<file path="src/rtl/lds_pkg.sv">
package lds_pkg;
   typedef enum logic [2:0] {
      PH_IDLE    = 3'd0,
      PH_RELEASE = 3'd1,
      PH_READ    = 3'd2,
      PH_WRITE   = 3'd3,
      PH_DEAD    = 3'd4
   } phase_e;
endpackage

</file>
<file path="src/rtl/lds_sync.sv">
module lds_sync #(
   parameter int   STAGES  = 2,
   parameter logic RST_VAL = 1'b1
) (
   input  logic clk,
   input  logic rst_n,
   input  logic din,
   output logic dout
);
   generate
      if (STAGES < 2) begin : g_bad_stages
         $error("lds_sync: STAGES must be at least 2");
      end
   endgenerate

   logic [STAGES-1:0] sh;

   always_ff @(posedge clk or negedge rst_n) begin
      if (!rst_n) sh <= {STAGES{RST_VAL}};
      else        sh <= {sh[STAGES-2:0], din};
   end

   assign dout = sh[STAGES-1];
endmodule

</file>
<file path="src/rtl/lds_accept.sv">
module lds_accept (
   input  logic clk,
   input  logic rst_n,
   input  logic open_i,
   input  logic lvl_n_i,
   input  logic act_i,
   output logic pend_o
);
   always_ff @(posedge clk or negedge rst_n) begin
      if (!rst_n)                  pend_o <= 1'b0;
      else if (act_i)              pend_o <= 1'b0;
      else if (open_i && !lvl_n_i) pend_o <= 1'b1;
   end
endmodule

</file>
<file path="src/rtl/lds_ptrs.sv">
module lds_ptrs #(
   parameter int AW   = 16,
   parameter int UNIT = 2
) (
   input  logic          clk,
   input  logic          rst_n,
   input  logic          load_i,
   input  logic [AW-1:0] src_base_i,
   input  logic [AW-1:0] dst_base_i,
   input  logic          rd_i,
   input  logic          wr_i,
   output logic [AW-1:0] src_o,
   output logic [AW-1:0] dst_o
);
   localparam logic [AW-1:0] STEP = AW'(UNIT);

   generate
      if (UNIT < 1) begin : g_bad_unit
         $error("lds_ptrs: UNIT must be positive");
      end
      for (genvar i = 0; i < 2; i++) begin : g_ptr
         logic [AW-1:0] q;
         logic          step;
         logic [AW-1:0] base;
         if (i == 0) begin : g_src
            assign step  = rd_i;
            assign base  = src_base_i;
            assign src_o = q;
         end else begin : g_dst
            assign step  = wr_i;
            assign base  = dst_base_i;
            assign dst_o = q;
         end
         always_ff @(posedge clk or negedge rst_n) begin
            if (!rst_n)      q <= '0;
            else if (load_i) q <= base;
            else if (step)   q <= q + STEP;
         end
      end
   endgenerate
endmodule

</file>
<file path="src/rtl/lds_fsm.sv">
module lds_fsm
   import lds_pkg::*;
#(
   parameter int SZ_W  = 8,
   parameter int CNT_W = 8
) (
   input  logic             clk,
   input  logic             rst_n,
   input  logic             en_wr_i,
   input  logic [SZ_W-1:0]  cfg_size_i,
   input  logic [CNT_W-1:0] cfg_count_i,
   input  logic             pend_i,
   input  logic             bus_gnt_i,
   output phase_e           phase_o,
   output logic             load_o,
   output logic             open_o,
   output logic             act_o,
   output logic             busy_o,
   output logic             done_o
);
   generate
      if (SZ_W < 1 || CNT_W < 1) begin : g_bad_width
         $error("lds_fsm: counter widths must be positive");
      end
   endgenerate

   localparam logic [SZ_W-1:0]  SZ_ONE  = SZ_W'(1);
   localparam logic [CNT_W-1:0] CNT_ONE = CNT_W'(1);

   phase_e             state;
   logic               ch_en;
   logic               done_q;
   logic [SZ_W-1:0]    size_cfg;
   logic [SZ_W-1:0]    size_rem;
   logic [CNT_W-1:0]   blk_rem;

   assign load_o  = en_wr_i && !ch_en && (cfg_size_i != '0) && (cfg_count_i != '0);
   assign open_o  = ch_en && (state == PH_IDLE);
   assign act_o   = open_o && pend_i;
   assign busy_o  = ch_en;
   assign done_o  = done_q;
   assign phase_o = state;

   always_ff @(posedge clk or negedge rst_n) begin
      if (!rst_n) begin
         state    <= PH_IDLE;
         ch_en    <= 1'b0;
         done_q   <= 1'b0;
         size_cfg <= '0;
         size_rem <= '0;
         blk_rem  <= '0;
      end else begin
         done_q <= 1'b0;
         if (load_o) begin
            ch_en    <= 1'b1;
            size_cfg <= cfg_size_i;
            blk_rem  <= cfg_count_i;
         end
         unique case (state)
            PH_IDLE: begin
               if (act_o) begin
                  state    <= PH_RELEASE;
                  size_rem <= size_cfg;
               end
            end
            PH_RELEASE: if (bus_gnt_i) state <= PH_READ;
            PH_READ:    state <= PH_WRITE;
            PH_WRITE: begin
               size_rem <= size_rem - SZ_ONE;
               state    <= (size_rem == SZ_ONE) ? PH_DEAD : PH_READ;
            end
            PH_DEAD: begin
               state   <= PH_IDLE;
               blk_rem <= blk_rem - CNT_ONE;
               if (blk_rem == CNT_ONE) begin
                  ch_en  <= 1'b0;
                  done_q <= 1'b1;
               end
            end
            default: state <= PH_IDLE;
         endcase
      end
   end
endmodule

</file>
<file path="src/rtl/lvl_dma_seq.sv">
module lvl_dma_seq
   import lds_pkg::*;
#(
   parameter int AW          = 16,
   parameter int SZ_W        = 8,
   parameter int CNT_W       = 8,
   parameter int UNIT        = 2,
   parameter int SYNC_STAGES = 2
) (
   input  logic             clk,
   input  logic             rst_n,
   input  logic             en_wr,
   input  logic [AW-1:0]    cfg_src,
   input  logic [AW-1:0]    cfg_dst,
   input  logic [SZ_W-1:0]  cfg_size,
   input  logic [CNT_W-1:0] cfg_count,
   input  logic             dreq_n,
   output logic             bus_req,
   input  logic             bus_gnt,
   output logic [2:0]       phase,
   output logic             rd_stb,
   output logic             wr_stb,
   output logic [AW-1:0]    addr,
   output logic             busy,
   output logic             done
);
   generate
      if (AW < 2) begin : g_bad_aw
         $error("lvl_dma_seq: AW too small");
      end
   endgenerate

   logic    lvl_n, pend, open, act, load;
   phase_e  ph;
   logic [AW-1:0] src_q, dst_q;

   lds_sync #(.STAGES(SYNC_STAGES), .RST_VAL(1'b1)) u_sync (
      .clk(clk), .rst_n(rst_n), .din(dreq_n), .dout(lvl_n));

   lds_accept u_accept (
      .clk(clk), .rst_n(rst_n), .open_i(open), .lvl_n_i(lvl_n),
      .act_i(act), .pend_o(pend));

   lds_fsm #(.SZ_W(SZ_W), .CNT_W(CNT_W)) u_fsm (
      .clk(clk), .rst_n(rst_n), .en_wr_i(en_wr), .cfg_size_i(cfg_size),
      .cfg_count_i(cfg_count), .pend_i(pend), .bus_gnt_i(bus_gnt),
      .phase_o(ph), .load_o(load), .open_o(open), .act_o(act),
      .busy_o(busy), .done_o(done));

   lds_ptrs #(.AW(AW), .UNIT(UNIT)) u_ptrs (
      .clk(clk), .rst_n(rst_n), .load_i(load), .src_base_i(cfg_src),
      .dst_base_i(cfg_dst), .rd_i(rd_stb), .wr_i(wr_stb),
      .src_o(src_q), .dst_o(dst_q));

   assign phase   = ph;
   assign rd_stb  = (ph == PH_READ);
   assign wr_stb  = (ph == PH_WRITE);
   assign bus_req = (ph != PH_IDLE);
   assign addr    = rd_stb ? src_q : dst_q;

   a_r1_sample_after_enable: assert property (@(posedge clk) disable iff (!rst_n)
      $rose(pend) |-> $past(busy));
   a_r3_clear_on_activation: assert property (@(posedge clk) disable iff (!rst_n)
      $rose(bus_req) |-> !pend);
   a_r5_closed_while_active: assert property (@(posedge clk) disable iff (!rst_n)
      (ph != PH_IDLE) |-> !pend);
   a_r7_release_from_request: assert property (@(posedge clk) disable iff (!rst_n)
      $rose(bus_req) |-> $past(pend));
   a_r4_dead_follows_write: assert property (@(posedge clk) disable iff (!rst_n)
      (ph == PH_DEAD) |-> $past(ph) == PH_WRITE);
   a_r8_wait_for_grant: assert property (@(posedge clk) disable iff (!rst_n)
      (ph == PH_RELEASE && !bus_gnt) |=> (ph == PH_RELEASE));
   a_r9_done_disarms: assert property (@(posedge clk) disable iff (!rst_n)
      done |-> (!busy && $past(ph) == PH_DEAD));
   a_r9_idle_when_disarmed: assert property (@(posedge clk) disable iff (!rst_n)
      !busy |-> (ph == PH_IDLE));
endmodule

</file>
<file path="config.mk">
export PLATFORM = sky130hd
export DESIGN_NAME = lvl_dma_seq
export DESIGN_NICKNAME = d
export VERILOG_FILES = /design/src/rtl/lds_pkg.sv /design/src/rtl/lds_sync.sv /design/src/rtl/lds_accept.sv /design/src/rtl/lds_ptrs.sv /design/src/rtl/lds_fsm.sv /design/src/rtl/lvl_dma_seq.sv
export SDC_FILE = /design/constraint.sdc
export NUM_CORES = 1
export LEC_CHECK = 0
export BUFFER_PORTS_ARGS = -buffer_cell sky130_fd_sc_hd__buf_2
export CELL_PAD_IN_SITES_DETAIL_PLACEMENT = 0
export CELL_PAD_IN_SITES_GLOBAL_PLACEMENT = 2
export CORE_ASPECT_RATIO = 0.8
export CORE_UTILIZATION = 36
export CTS_CLUSTER_DIAMETER = 200
export DETAILED_ROUTE_END_ITERATION = 6
export GPL_TIMING_DRIVEN = 0
export PLACE_DENSITY = 0.95
export SLEW_MARGIN = 25
export SYNTH_ARGS = -nofsm -noshare
export SYNTH_HDL_FRONTEND = slang
export SYNTH_SLANG_ARGS = --single-unit
</file>
<file path="constraint.sdc">
create_clock -name clk -period 2.8 [get_ports clk]
set_input_delay 0.14 -clock clk [delete_from_list [all_inputs] [get_ports clk]]
set_output_delay 0.14 -clock clk [all_outputs]
set_load 0.005 [all_outputs]
</file>
==> results.ini, run 1 <==
[clock_tree]
cts_tree = done
clock_sinks = 64
cts_buffer_depth = 2
cts_buffers = 9
ctsRootBufferMaster = clkbuf_16
cts_setup_buffers = 0
htree_levels = 3
cts.repair.resized = 0
insertion_delay_ps = 330
clk_pin_slew_worst_paths_ps = 60

[sta]
rsz0062_at_grt = false
finalSetupViolCount = 0
tightest_slew_ps = 845.4
clock_skew_ps = 5.233
fin_crit_ps = 2416
period_share_pct = 86.30
drv_slew = 0
max-slew-margin-rel_pct = 43.52
max_freq_mhz = 413.8
timing.final.hold_violations = 0
fin_hold_ws_ps = 43.07
tns_ps = 0

[worst_setup_path]
worst_path_max_delay_cell = dfrtp_1
cpLargestDelayFamily = buffers and inverters
critPathMaxStageDelay_ps = 380
cpMostUsedCell = buf_2
arrival_ps = 2280
startpoint_type = register
path_cells = buf_2 -> or3b_1 -> buf_2 -> inv_1 -> buf_2 -> buf_2 -> nand2_1 -> nand2_1 -> buf_2
endpoint_kind = output port
crit_type = reg2out
cp_max_fo = 10
crit_buf_inv = 6
crit_required_ps = 2660

[global_routing]
grt_pass1_vias = 3119
grt_max_degree = 35
grt_antenna_before_repair = 1
grt_overflow = 0
track_usage_pct = 20.68
grt_first_pass_wirelength_um = 16320

[placement]
hpwl_um = 7707
gp_congestion = 0.8876
placed_area_um2 = 4208
port-buffer-count = 76
placed_cells = 609

[synth]
yosys_most_used_dff = dfrtp_1
synth-seq-cells = 64
synth_nets = 455
synth_top_area_share_pct = 42.69
synth-edff-count = 0
avgSynthCellArea_um2 = 9.179
syn_inst = 396
synthTopCellsByCount = 63 x nand2_1, 62 x dfrtp_1, 35 x nor3_1
async_reset_ff_share_pct = 100.0
synth_area_leaders = dfrtp_1 43%, nand2_1 6.5%, xnor2_1 5.5%
synth.distinct_cells = 55
synth.most_common_cell = nand2_1
ys_seq_area_share_pct = 44.13
yosysTopAreaCell = dfrtp_1
syn-cell-area_um2 = 3635
synth_warnings = 0

[status]
status = completed

[pwr]
p_clk_share_pct = 23.2
power_frac_comb_pct = 38.9
seqPwrFrac_pct = 37.9
ir_drop_mv = 0.3112
p_switching_uw = 1716
finalPower_uw = 4377
switching_share_pct = 39.20
p_int_uw = 2661
leakagePower_uw = 0.001908
powerDensity_nw_per_um2 = 973.9

[cells_and_area]
fin_cells = 627
drive_above_1_share_pct = 26.88
post-route-cell-area_um2 = 4494
syn2layout_area_growth_pct = 23.65
fillCellCount = 979
antenna_cells = 0
finalNetCount = 545

[worst_hold_path]
hold_path_class = in2reg

[route]
wire_per_inst_um = 16.57
drt-total-wl_um = 10390
dr.pass1.iters = 5
antenna_left = 0
vias_per_cell = 5.311
vias = 3330
drc_errors = 0
drt_iter0_markers = 202

[die]
die_h_um = 91.88
die-area_um2 = 10510
core_um2 = 9729
initial_core_util_pct = 37.36
num_io_pins = 77
die_w_um = 114.3
rows = 32

[flow_run]
maxCapViolations = 0

[logic make-up after synthesis]
group | share of synthesized area [%]
xor+xnor | 6.024
mux | 4.957
fa+ha+maj | 2.065
simple gates | 25.13
buf+inv | 4.372
compound gates | 13.32
flops | 44.13
[placed cells by master, fill, tap and decap left out, types with 3 or more instances in the layout]
cell / count
ha_1: 6
nand4_1: 8
a31oi_1: 5
inv_1: 15
clkinv_2: 4
o211ai_1: 4
mux2_2: 16
a21oi_1: 26
or3_1: 4
or4_1: 3
xnor2_1: 23
dfrtp_1: 62
nand2_1: 63
buf_2: 85
clkbuf_16: 9
nor3_1: 35
nor2_1: 18
a32oi_1: 3
nor4_1: 14
clkbuf_1: 10
o21ai_0: 18
nand3_1: 11
[layout make-up]
class                      instances  area [um^2]  area share (%)
buffer                            20        98.84           2.199
clock buffer                      12        246.5           5.484
clock inverter                     4        20.02          0.4454
inverter                          16        60.06           1.336
multi-input combinational        296         1872           41.65
sequential                        64         1604           35.69
tap                              136        170.2           3.786
timing repair buffer              79        422.9           9.410
[flip-flops by register name (all words and copies together) (netlist names)]
signal and cells:
u_fsm.busy_o 1, u_sync.sh 2, u_ptrs.dst_o 16, u_fsm.blk_rem 8, u_fsm.size_cfg 8, u_accept.pend_o 1
u_fsm.size_rem 8, u_ptrs.src_o 16, u_fsm.phase_o 3, u_fsm.done_o 1
[stage by stage]
stage                     setup WS (ps)  util [%]
after global routing              206.1     46.19
after global placement            470.3     43.02
after CTS                         373.4     46.19
after detailed placement          491.7     43.25
final                             383.7     46.19
after floorplan                    1025         -
[power by group through the flow]
| stage | Combinational, uW | Sequential (uW) | Clock [uW] |
|---|---|---|---|
| after detailed placement | 1690 | 1660 | 0 |
| final | 1700 | 1660 | 1020 |
| after CTS | 1700 | 1650 | 1040 |
| after global placement | 1650 | 1650 | 0 |
| after floorplan | 1170 | 1550 | 0 |
| after global routing | 1900 | 1700 | 1090 |
[timing repair]
item | CTS | global route
setup endpoints to repair | 0 | 0
endpoints found under the hold margin | 29 | 0
hold buffers | 2 | 0
[worst paths after layout]
check | from | cells after the start | slack [ps] | endpoint
max reg2reg | u_fsm.phase_o[0]$_DFFE_PN0P_ | 5 | 630 | u_fsm.blk_rem[5]$_DFFE_PN0P_
min | cfg_src[5] | 2 | 40 | u_ptrs.src_o[5]$_DFFE_PN0P_
max | u_fsm.phase_o[2]$_DFFE_PN0P_ | 9 | 380 | addr[2]
min reg2reg | u_sync.sh[0]$_DFF_PN1_ | 0 | 350 | u_sync.sh[1]$_DFF_PN1_
min in group asynchronous | rst_n | 2 | 290 | u_ptrs.src_o[5]$_DFFE_PN0P_
max in group asynchronous | rst_n | 3 | 1970 | u_fsm.size_rem[7]$_DFFE_PN0P_
[routing by layer]
metal | vias to the layer above | part of all wire (%) | global-route usage (%)
met5 | - | 0.096 | 0
met4 | 2 | 0.65 | 4.221
met3 | 10 | 6.6 | 5.684
met2 | 125 | 43 | 30.40
met1 | 1577 | 50 | 30.22
li1 | 1616 | - | -
(Power assumes the default switching activity.)
==> run 2: changes to the inputs <==
--- a/config.mk
+++ b/config.mk
@@ -9,11 +9,12 @@
 export CELL_PAD_IN_SITES_DETAIL_PLACEMENT = 0
 export CELL_PAD_IN_SITES_GLOBAL_PLACEMENT = 2
 export CORE_ASPECT_RATIO = 0.8
-export CORE_UTILIZATION = 36
+export CORE_UTILIZATION = 33
 export CTS_CLUSTER_DIAMETER = 200
 export DETAILED_ROUTE_END_ITERATION = 6
 export GPL_TIMING_DRIVEN = 0
-export PLACE_DENSITY = 0.95
+export MAX_ROUTING_LAYER = met4
+export PLACE_DENSITY = 0.9
 export SLEW_MARGIN = 25
 export SYNTH_ARGS = -nofsm -noshare
 export SYNTH_HDL_FRONTEND = slang
==> constraint.sdc (replaced) <==
create_clock -name clk -period 2.5 [get_ports clk]
set_input_delay 0.125 -clock clk [delete_from_list [all_inputs] [get_ports clk]]
set_output_delay 0.125 -clock clk [all_outputs]
set_load 0.005 [all_outputs]
==> run 2 against run 1 <==
Compared with the run above: final cell count is 0.64% higher; total power is 14% higher; first-iteration DRC count is 6.4% higher; global-route usage is 0.34 points lower; clock-buffer cell count is 1 lower; wire length is 0.69% higher; die area is 8.9% higher; utilization is 3.0 points lower; highest routed layer is now met4; clock skew is 3.8 ps higher; hold slack worse by 13 ps.
==> results.ini, run 2 (synthesis results as in run 1) <==
[route]
vias = 3345
antenna_left = 0
drt_iter0_markers = 215
drt-total-wl_um = 10460
dr.pass1.iters = 5
drc_errors = 0
vias_per_cell = 5.301
wire_per_inst_um = 16.58

[sta]
rsz0062_at_grt = false
drv_slew = 0
finalSetupViolCount = 0
timing.final.hold_violations = 0
max_freq_mhz = 431.4
max-slew-margin-rel_pct = 44.70
fin_crit_ps = 2318
clock_skew_ps = 9.028
period_share_pct = 92.71
tightest_slew_ps = 827.7
tns_ps = 0

[cells_and_area]
syn2layout_area_growth_pct = 24.58
layout_common_cells = 83 x buf_2, 63 x nand2_1, 62 x dfrtp_1, 35 x nor3_1, 26 x a21oi_1
post-route-cell-area_um2 = 4528
drive_above_1_share_pct = 26.94
final_common_cell = buf_2
fin_cells = 631
finalNetCount = 545

[pwr]
p_clk_share_pct = 24.5
p_int_uw = 3086
leakagePower_uw = 0.001918
power_frac_comb_pct = 38.2
ir_drop_mv = 0.3852
powerDensity_nw_per_um2 = 1103
p_switching_uw = 1910
seqPwrFrac_pct = 37.3
switching_share_pct = 38.23

[global_routing]
grt_antenna_before_repair = 1
grt_first_pass_wirelength_um = 16950
grt_overflow = 0
grt_max_degree = 35
track_usage_pct = 20.35
grt_pass1_vias = 3300

[die]
initial_core_util_pct = 34.66
core_um2 = 10490
die_h_um = 95.87
num_io_pins = 77
die-area_um2 = 11440
rows = 33
die_w_um = 119.3

[clock_tree]
cts_buffers = 9
cts_setup_buffers = 0
ctsRootBufferMaster = clkbuf_16
clock_sinks = 64
clk_pin_slew_worst_paths_ps = 50
cts_buffer_depth = 2
cts_tree = done
htree_levels = 3
insertion_delay_ps = 330

[status]
status = completed

[placement]
placed_area_um2 = 4213
gp_congestion = 0.8812
hpwl_um = 7738
placed_cells = 613
port-buffer-count = 76

[worst_setup_path]
crit_required_ps = 2380
crit_type = reg2out
endpoint_kind = output port
cp_max_fo = 10
arrival_ps = 2190
startpoint_type = register
reg2reg_slack_ps = 330

[flow_run]
maxCapViolations = 0

[worst_hold_path]
hold_path_class = in2reg

==> run 2: path summary, 6_finish.rpt <==
check                                                  start                       endpoint  depth (start not counted)
worst max-delay path            u_fsm.phase_o[2]$_DFFE_PN0P_                        addr[2]                          9
worst min-delay path                              cfg_src[0]    u_ptrs.src_o[0]$_DFFE_PN0P_                          2
worst max register to register  u_fsm.phase_o[0]$_DFFE_PN0P_   u_fsm.blk_rem[5]$_DFFE_PN0P_                          5
worst min register to register        u_sync.sh[0]$_DFF_PN1_         u_sync.sh[1]$_DFF_PN1_                          0
max in group asynchronous                              rst_n  u_fsm.size_rem[3]$_DFFE_PN0P_                          3
min in group asynchronous                              rst_n    u_ptrs.src_o[9]$_DFFE_PN0P_                          2
==> run 2: layout make-up <==
type | count | area (um^2)
antenna | 1 | 2.502
buffer | 20 | 103.9
clock buffer | 11 | 242.7
clock inverter | 4 | 45.04
fill | 1075 | 5959
inverter | 16 | 60.06
multi-input combinational | 296 | 1872
sequential | 64 | 1604
tap | 140 | 175.2
timing repair buffer | 79 | 422.9
==> run 2: power groups by stage <==
| stage | clock network (uW) | logic (uW) | registers [uW] |
|---|---|---|---|
| global route | 1300 | 2160 | 1920 |
| CTS | 1250 | 1900 | 1860 |
| global placement | 0 | 1850 | 1850 |
| finish | 1220 | 1910 | 1860 |
| detailed placement | 0 | 1880 | 1870 |
| floorplan | 0 | 1310 | 1740 |
==> run 2: per-layer routing <==
metal	global-route usage, %	routed length (um)
met5	-	0
met4	6.146	137
met3	6.102	837
met2	29.65	4466
met1	27.20	5023
==> run 2: what timing repair did <==
item                                   CTS  global route
resized for setup                        0             3
hold buffers                             2             0
setup endpoints to repair                0             9
endpoints found under the hold margin   29             0
==> run 2: worst max-delay path: stages, from the launching register on <==
cell and delay, ps:
dfrtp_1 390, buf_2 190, or3b_1 350, buf_2 210
inv_1 120, clkbuf_4 200, buf_4 180, nand2_1 60
nand2_1 60, buf_2 110
==> run 2: metrics by stage <==
step | hold slack (ps) | utilization, % | worst slack (ps) | total power [uW]
finish | 30.22 | 43.18 | 182.2 | 4995
global route | 23.04 | 43.18 | 17.55 | 5373
CTS | 20.12 | 43.10 | 85.14 | 5007
detailed placement | 96.34 | 40.17 | 118.3 | 3754
global placement | 229.7 | 39.95 | 123.2 | 3706
floorplan | -170.6 | - | 725.0 | 3042
